### config.mk
export PLATFORM = sky130hd
export DESIGN_NAME = mem_subsys
export DESIGN_NICKNAME = d
export VERILOG_FILES = /design/src/rtl/mem_pkg.sv /design/src/rtl/rst_sync.sv /design/src/rtl/sel_mux2.sv /design/src/rtl/load_reg.sv /design/src/rtl/ram_core.sv /design/src/rtl/bus_merge.sv /design/src/rtl/mem_subsys.sv
export SDC_FILE = /design/constraint.sdc
export NUM_CORES = 1
export LEC_CHECK = 0
export BUFFER_PORTS_ARGS = -buffer_cell sky130_fd_sc_hd__buf_2
export CORE_MARGIN = 2
export CORE_UTILIZATION = 35
export DETAILED_ROUTE_END_ITERATION = 7
export SLEW_MARGIN = 0
export SYNTH_ARGS = -nofsm -noshare
export SYNTH_HDL_FRONTEND = slang
export SYNTH_SLANG_ARGS = --single-unit
### constraint.sdc
create_clock -name clk -period 1.9 [get_ports clk]
set_input_delay 0 -clock clk [delete_from_list [all_inputs] [get_ports clk]]
set_output_delay 0 -clock clk [all_outputs]
set_load 0.01 [all_outputs]
### src/rtl/mem_pkg.sv
package mem_pkg;
  // Bus driver slots in the shared bus merge
  typedef enum int {
    DRV_RAM = 0,
    DRV_GR  = 1,
    DRV_EXT = 2
  } bus_drv_e;
  localparam int N_BUS_DRV = 3;
  localparam int RST_STAGES = 2;
endpackage

### src/rtl/rst_sync.sv
module rst_sync #(
  parameter int STAGES = 2
) (
  input  logic clk,
  input  logic rst_n,
  output logic rst_n_sync
);
  logic [STAGES-1:0] chain_q;
  logic [STAGES-1:0] chain_d;

  always_comb begin
    chain_d = {chain_q[STAGES-2:0], 1'b1};
  end

  always_ff @(posedge clk or negedge rst_n) begin
    if (!rst_n) chain_q <= '0;
    else        chain_q <= chain_d;
  end

  assign rst_n_sync = chain_q[STAGES-1];
endmodule

### src/rtl/sel_mux2.sv
module sel_mux2 #(
  parameter int W = 4
) (
  input  logic         sel,
  input  logic [W-1:0] in0,
  input  logic [W-1:0] in1,
  output logic [W-1:0] y
);
  always_comb begin
    y = sel ? in1 : in0;
  end
endmodule

### src/rtl/load_reg.sv
module load_reg #(
  parameter int W = 4
) (
  input  logic         clk,
  input  logic         rst_n,
  input  logic         ld,
  input  logic [W-1:0] d,
  output logic [W-1:0] q
);
  logic [W-1:0] q_r;
  logic [W-1:0] q_nxt;

  always_comb begin
    q_nxt = q_r;
    if (ld) q_nxt = d;
  end

  always_ff @(posedge clk or negedge rst_n) begin
    if (!rst_n) q_r <= '0;
    else        q_r <= q_nxt;
  end

  assign q = q_r;
endmodule

### src/rtl/ram_core.sv
module ram_core #(
  parameter int AW = 4,
  parameter int DW = 4
) (
  input  logic          clk,
  input  logic          we,
  input  logic [AW-1:0] addr,
  input  logic [DW-1:0] wdata,
  output logic [DW-1:0] rdata
);
  localparam int DEPTH = 1 << AW;

  logic [DW-1:0] mem [DEPTH];

  // Contents are deliberately not reset
  always_ff @(posedge clk) begin
    if (we) mem[addr] <= wdata;
  end

  always_comb begin
    rdata = mem[addr];
  end
endmodule

### src/rtl/bus_merge.sv
module bus_merge #(
  parameter int N = 3,
  parameter int W = 4
) (
  input  logic [N-1:0]   en,
  input  logic [N*W-1:0] data,
  output logic [W-1:0]   y
);
  logic [W-1:0] gated [N];

  for (genvar i = 0; i < N; i++) begin : g_gate
    assign gated[i] = data[i*W +: W] & {W{en[i]}};
  end

  always_comb begin
    y = '0;
    for (int i = 0; i < N; i++) y = y | gated[i];
  end
endmodule

### src/rtl/mem_subsys.sv
module mem_subsys #(
  parameter int ADDR_W = 4,
  parameter int DATA_W = 4
) (
  input  logic              clk,
  input  logic              rst_n,
  input  logic              sw_addr_sel,
  input  logic              sw_data_sel,
  input  logic [ADDR_W-1:0] sw_addr,
  input  logic [DATA_W-1:0] sw_data,
  input  logic              ram_ld,
  input  logic              ram_rd,
  input  logic              mar_ld,
  input  logic              mdr_ld,
  input  logic              gr_ld,
  input  logic              gr_oe,
  input  logic              ext_oe,
  input  logic [DATA_W-1:0] ext_data,
  output logic [DATA_W-1:0] bus_out,
  output logic [DATA_W-1:0] mar_q,
  output logic [DATA_W-1:0] mdr_q,
  output logic [DATA_W-1:0] gr_q
);
  import mem_pkg::*;

  localparam int NDRV = N_BUS_DRV;

  logic                 rst_n_sync;
  logic [ADDR_W-1:0]    ram_addr;
  logic [DATA_W-1:0]    ram_din;
  logic [DATA_W-1:0]    ram_dout;
  logic [DATA_W-1:0]    bus;
  logic [NDRV-1:0]      drv_en;
  logic [NDRV*DATA_W-1:0] drv_data;

  rst_sync #(.STAGES(RST_STAGES)) u_rst (
    .clk(clk), .rst_n(rst_n), .rst_n_sync(rst_n_sync)
  );

  // Address register is a bus-wide register; low bits form the RAM address
  sel_mux2 #(.W(ADDR_W)) u_addr_mux (
    .sel(sw_addr_sel), .in0(mar_q[ADDR_W-1:0]), .in1(sw_addr), .y(ram_addr)
  );

  sel_mux2 #(.W(DATA_W)) u_data_mux (
    .sel(sw_data_sel), .in0(mdr_q), .in1(sw_data), .y(ram_din)
  );

  ram_core #(.AW(ADDR_W), .DW(DATA_W)) u_ram (
    .clk(clk), .we(ram_ld), .addr(ram_addr), .wdata(ram_din), .rdata(ram_dout)
  );

  load_reg #(.W(DATA_W)) u_mar (
    .clk(clk), .rst_n(rst_n_sync), .ld(mar_ld), .d(bus), .q(mar_q)
  );
  load_reg #(.W(DATA_W)) u_mdr (
    .clk(clk), .rst_n(rst_n_sync), .ld(mdr_ld), .d(bus), .q(mdr_q)
  );
  load_reg #(.W(DATA_W)) u_gr (
    .clk(clk), .rst_n(rst_n_sync), .ld(gr_ld), .d(bus), .q(gr_q)
  );

  always_comb begin
    drv_en = '0;
    drv_en[DRV_RAM] = ram_rd;
    drv_en[DRV_GR]  = gr_oe;
    drv_en[DRV_EXT] = ext_oe;
    drv_data = '0;
    drv_data[DRV_RAM*DATA_W +: DATA_W] = ram_dout;
    drv_data[DRV_GR*DATA_W  +: DATA_W] = gr_q;
    drv_data[DRV_EXT*DATA_W +: DATA_W] = ext_data;
  end

  bus_merge #(.N(NDRV), .W(DATA_W)) u_bus (
    .en(drv_en), .data(drv_data), .y(bus)
  );

  assign bus_out = bus;
endmodule

======== After elaboration in Yosys (flattened, before gate mapping) ========
Memories as Yosys holds them, arrays and structs flattened.
Index checks and enable logic that the tools add are counted.
word-level totals
  memories ................................ 1
  register bits after elaboration ......... 14
  word-level logic and storage cells ...... 14
  output and inout bits ................... 16
  memory bits (writable) .................. 64
memory list
  name       words  width  rd ports  clocked after memory_dff  wr ports  RTL line        text
  u_ram.mem  16     4      1         0                         1         ram_core.sv:13  logic [DW-1:0] mem [DEPTH];
operators by class
  bitwise logic cells ..................... 5
  muxes and demuxes ....................... 4
operators with widths
  operator           number
  AND 4 bit          3
  two-way mux 4 bit  2
  bitwise OR 4 bit   2
  two-way mux 1 bit  2

======== Depth between registers and ports, before layout ========
An unclocked memory read counts as a cell.
  word-level depth ........................ 5
  gate-level depth with buffers ........... 8
  mapped depth without buffers ............ 5

======== Modules after synthesis ========
Synthesis repeated with hierarchy kept, for this count alone.
second synthesis, totals
  cells, all modules ...................... 172
  area total of the unflattened synthesis .. 3213.1 sq um
modules (own cells, without submodules)
  module     cells an instance  area each (sq um)  times used  seq. area each (sq um)
  ram_core   129                2578.7             1           1921.8
  load_reg   8                  145.1              3           100.1
  sel_mux2   4                  45.0               2           0.0
  bus_merge  8                  55.1               1           0.0
  rst_sync   3                  53.8               1           50.0

======== Least setup slack after synthesis ========
No wires, ideal clock.
  kind .................................... register to register
  start point ............................. register u_mar.q_r[0] (netlist: u_mar.q[0])
  end point ............................... memory u_ram.mem[13][0], enable pin
  setup time .............................. 329 ps
  required time ........................... 1571 ps
  slack ................................... -40 ps
  data arrival time ....................... 1611 ps
  clock period less this slack ............ 1940 ps
  stages on the path, launching flop included .. 7
  cell sequence ........................... dfrtp_1 > buf_2 > clkbuf_1 > or3b_2 > nand2_1 > nand2_1 > nor2_1
between the ends
  word-level cells in the longest chain between the ends .. 1
RTL lines
  item                    RTL line        text
  start, declared         load_reg.sv:10  logic [W-1:0] q_r;
  start signal, assigned  load_reg.sv:20  else q_r <= q_nxt;
  two-way mux 4 bit       sel_mux2.sv:10  y = sel ? in1 : in0;
  end, declared           ram_core.sv:13
No other way between the ends.

======== Final worst setup path ========
  start point ............................. register u_mar.q_r[0] (netlist: u_mar.q[0])
  end point ............................... output bus_out[0]
between the ends
  word-level cells in the longest chain between the ends .. 5
RTL lines
  item                            RTL line          text
  two-way mux 4 bit               sel_mux2.sv:10
  memory (16 x 4 bit)             -
  AND 4 bit                       bus_merge.sv:12   assign gated[i] = data[i*W +: W] & {W{en[i]}};
  bitwise OR 4 bit (2 in series)  bus_merge.sv:17   for (int i = 0; i < N; i++) y = y | gated[i];
  end, declared                   mem_subsys.sv:19  output logic [DATA_W-1:0] bus_out,
No other way between the ends.

==> results.yml <==
run_status:
  violations: "negative setup slack"
  status: "finished with violations"
global_route:
  track_usage_pct: 18.86
  antenna_found_initial: 0
  grt.overflow.total: 0
  grt_pass1_vias: 3181
  grt_pass1_wl_um: 18080
  grt_max_degree: 29
yosys:
  synth_area_leaders: "edfxtp_1, dfrtp_1, a41oi_1"
  synth_commonest_cells: "edfxtp_1, inv_1, nand2_1"
  yosys.area.top_type_share_pct: 45.66
  ys_warn_count: 0
  synth-seq-cells: 78
  synth_edf_count: 64
  synth.distinct_cells: 48
  yosysTopAreaCell: "edfxtp_1"
  synthMostInstantiatedCell: "edfxtp_1"
  post_synth.cell_area_avg_um2: 11.53
  async_flop_share_pct: 17.95
  synth_cells: 365
  syn_area_um2: 4209
  ys_seq_area_share_pct: 53.98
  synthesis.nets: 388
  synth_ff_type: "edfxtp_1"
timing:
  slew_headroom_pct: 65.25
  fin_crit_sh_pct: 123.8
  clock.fmax_mhz: 425.1
  finalWorstSetupSlack_ns: -0.4525
  finClkSkew_ns: 0.006570
  finalHoldViolCount: 0
  finalSetupViolations: 16
  worst_pin_slew_ns: 0.5213
  slew_violations: 0
  fin_tns_setup_ns: -3.668
  rsz0062_at_grt: "true"
  min_period_ns: 2.353
critical_path:
  endpoint_kind: "output pin"
  slowest_delay_ns: 0.58
  worstPathMaxFanout: 6
  arrival_ns: 2.35
  path_class: "reg -> out"
  cp-startpoint: "u_mar.q[0]"
  start_kind: "register"
  crit_family: "simple AND/OR/NAND/NOR gates"
  r2r_start: "u_mar.q[0]"
  crit_top_cell: "a41oi_2"
  path_buf_inv: 2
  critPathSlowestCell: "or4_4"
  r2r_slack_ns: -0.26
  worstPathCellList: "buf_6 > nor4b_4 > a41oi_2 > a41oi_2 > or4_4 > o21ai_2 > buf_2"
  worstPathRequired_ns: 1.90
cts:
  clkTransAtPathRegs_ns: 0.06
  clockBufferDepth: 2
  cts-buffers-inserted: 9
  cts.sinks: 78
  clock_latency_ns: 0.34
  htreeDepth: 3
  cts-root-buf: "clkbuf_16"
  cts_tree: "built"
pwr:
  total_power_mw: 4.974
  p_per_area_nw_per_um2: 934.5
  seq_power_share_pct: 40.7
  comb_power_share_pct: 20.4
  netSwitchingFraction_pct: 26.41
  p_clk_share_pct: 38.9
  p_int_mw: 3.661
  ir_worst_vdd_v: 0.0004692
  p_leak_nw: 1.933
  switching_power_mw: 1.313
placed_design:
  post-dp-hpwl_um: 8198
  post-place-ws_ns: -0.1633
  place_area_um2: 4669
  portBuffers: 38
  gp_congestion: 0.9286
layout:
  regArea_um2: 2275
  areaGrowthSynthToFinish_pct: 26.46
  nets: 455
  postLayoutCoreUtil_pct: 44.87
  design_area_um2: 5323
  antennaDiodeCount: 0
  multi_input_area_um2: 1792
  nFillCells: 1091
  drive_above_1_share_pct: 37.16
flow_run:
  cap_violations: 0
hold_path:
  hp-class: "in -> reg"
  min_from: "mar_ld"
floorplanning:
  rows: 40
  pin_count: 39
  dieArea_um2: 12920
  core_um2: 11860
  die_h_um: 113.7
  initial_core_util_pct: 35.49
  die_w_um: 113.7
drt:
  vias: 3393
  drt-initial-drc-count: 396
  drtAntennaViolNets: 0
  totalWireLength_um: 12040
  viasPerCell: 5.820
  routedWlPerCell_um: 20.65
  drc: 0
  drt_pass1_iterations: 5
through the flow:
stage | cells | hold WS [ns]
finish | 583 | 0.02510
global route | 583 | 0.06164
CTS | 579 | 0.01053
detailed placement | 558 | -0.2086
global placement | 558 | -0.2147
floorplan | 365 | -0.2956
tightest hold or removal path: stages:
cell,delay (ns)
buf_2,0.16
o21ai_0,0.11
o21ai_2,0.06
logic make-up (layout without fill, tap and decap cells):
group	Yosys count	count (layout)	share of synthesized area (%)
compound gates	116	116	20.24
buf+inv	63	134	8.502
flops	78	78	53.98
mux	4	4	1.070
other cells	1	1	0.08909
simple gates	103	103	16.11
registers in the layout (all words and copies together) (netlist names):
name           cells
u_gr.q             4
u_rst.chain_q      2
u_ram.mem         64
u_mdr.q            4
u_mar.q            4
path summary, 6_finish.rpt:
path | to | depth (start not counted)
setup / recovery | bus_out[0] | 7
hold / removal | u_mar.q[3] | 3
setup reg to reg | u_gr.q[1] | 7
hold reg to reg | u_mar.q[3] | 0
max in group asynchronous | u_rst.chain_q[1] | 3
min in group asynchronous | u_mar.q[3] | 0
power by group through the flow:
stage	combinational, mW	sequential (mW)	clock [mW]
after floorplan	0.496	2.05	0
after global placement	0.828	2.05	0
after detailed placement	0.841	2.05	0
after CTS	0.907	2.02	1.95
after global routing	1.09	2.03	2.01
final	1.01	2.02	1.93
cell usage in the layout, fill, tap and decap left out, drive strengths merged, types with 4 or more instances in the layout:
cell / Yosys / final
dfrtp: 14 / 14
nand3b: 5 / 5
a22oi: 4 / 4
o31a: 12 / 12
inv: 31 / 31
nand2: 23 / 23
nor2: 19 / 19
edfxtp: 64 / 64
or4bb: 11 / 11
a31o: 4 / 4
o41ai: 4 / 4
nor4b: 12 / 12
clkbuf: 2 / 10
a31oi: 12 / 12
a21oi: 12 / 12
mux2: 4 / 4
nor4: 16 / 16
buf: 30 / 86
a41oi: 24 / 24
a21o: 12 / 12
o21ai: 28 / 28
metal layers:
| metal | vias to the layer above | track usage, % | routed length [µm] |
|---|---|---|---|
| li1 | 1566 | - | - |
| met1 | 1678 | 26.14 | 5354 |
| met2 | 127 | 29.34 | 5610 |
| met3 | 22 | 2.657 | 718 |
| met4 | 0 | 9.024 | 357 |
| met5 | - | 0 | 0 |
what timing repair did:
action	4_1_cts	5_1_grt
hold buffers	2	0
resized for setup	22	37
endpoints found under the hold margin	2	0
pin swaps	8	15
gates cloned	1	0
buffers inserted	3	4
endpoints found under the setup margin	48	56
final cells by class:
class	count	share of cell area [%]
Inverter	31	2.233
Multi-Input combinational cell	224	33.66
Timing Repair Buffer	88	11.75
Clock buffer	10	4.302
Tap cell	147	3.456
Clock inverter	5	1.857
Sequential cell	78	42.74
Note: power is estimated with default switching activity, not from simulation.
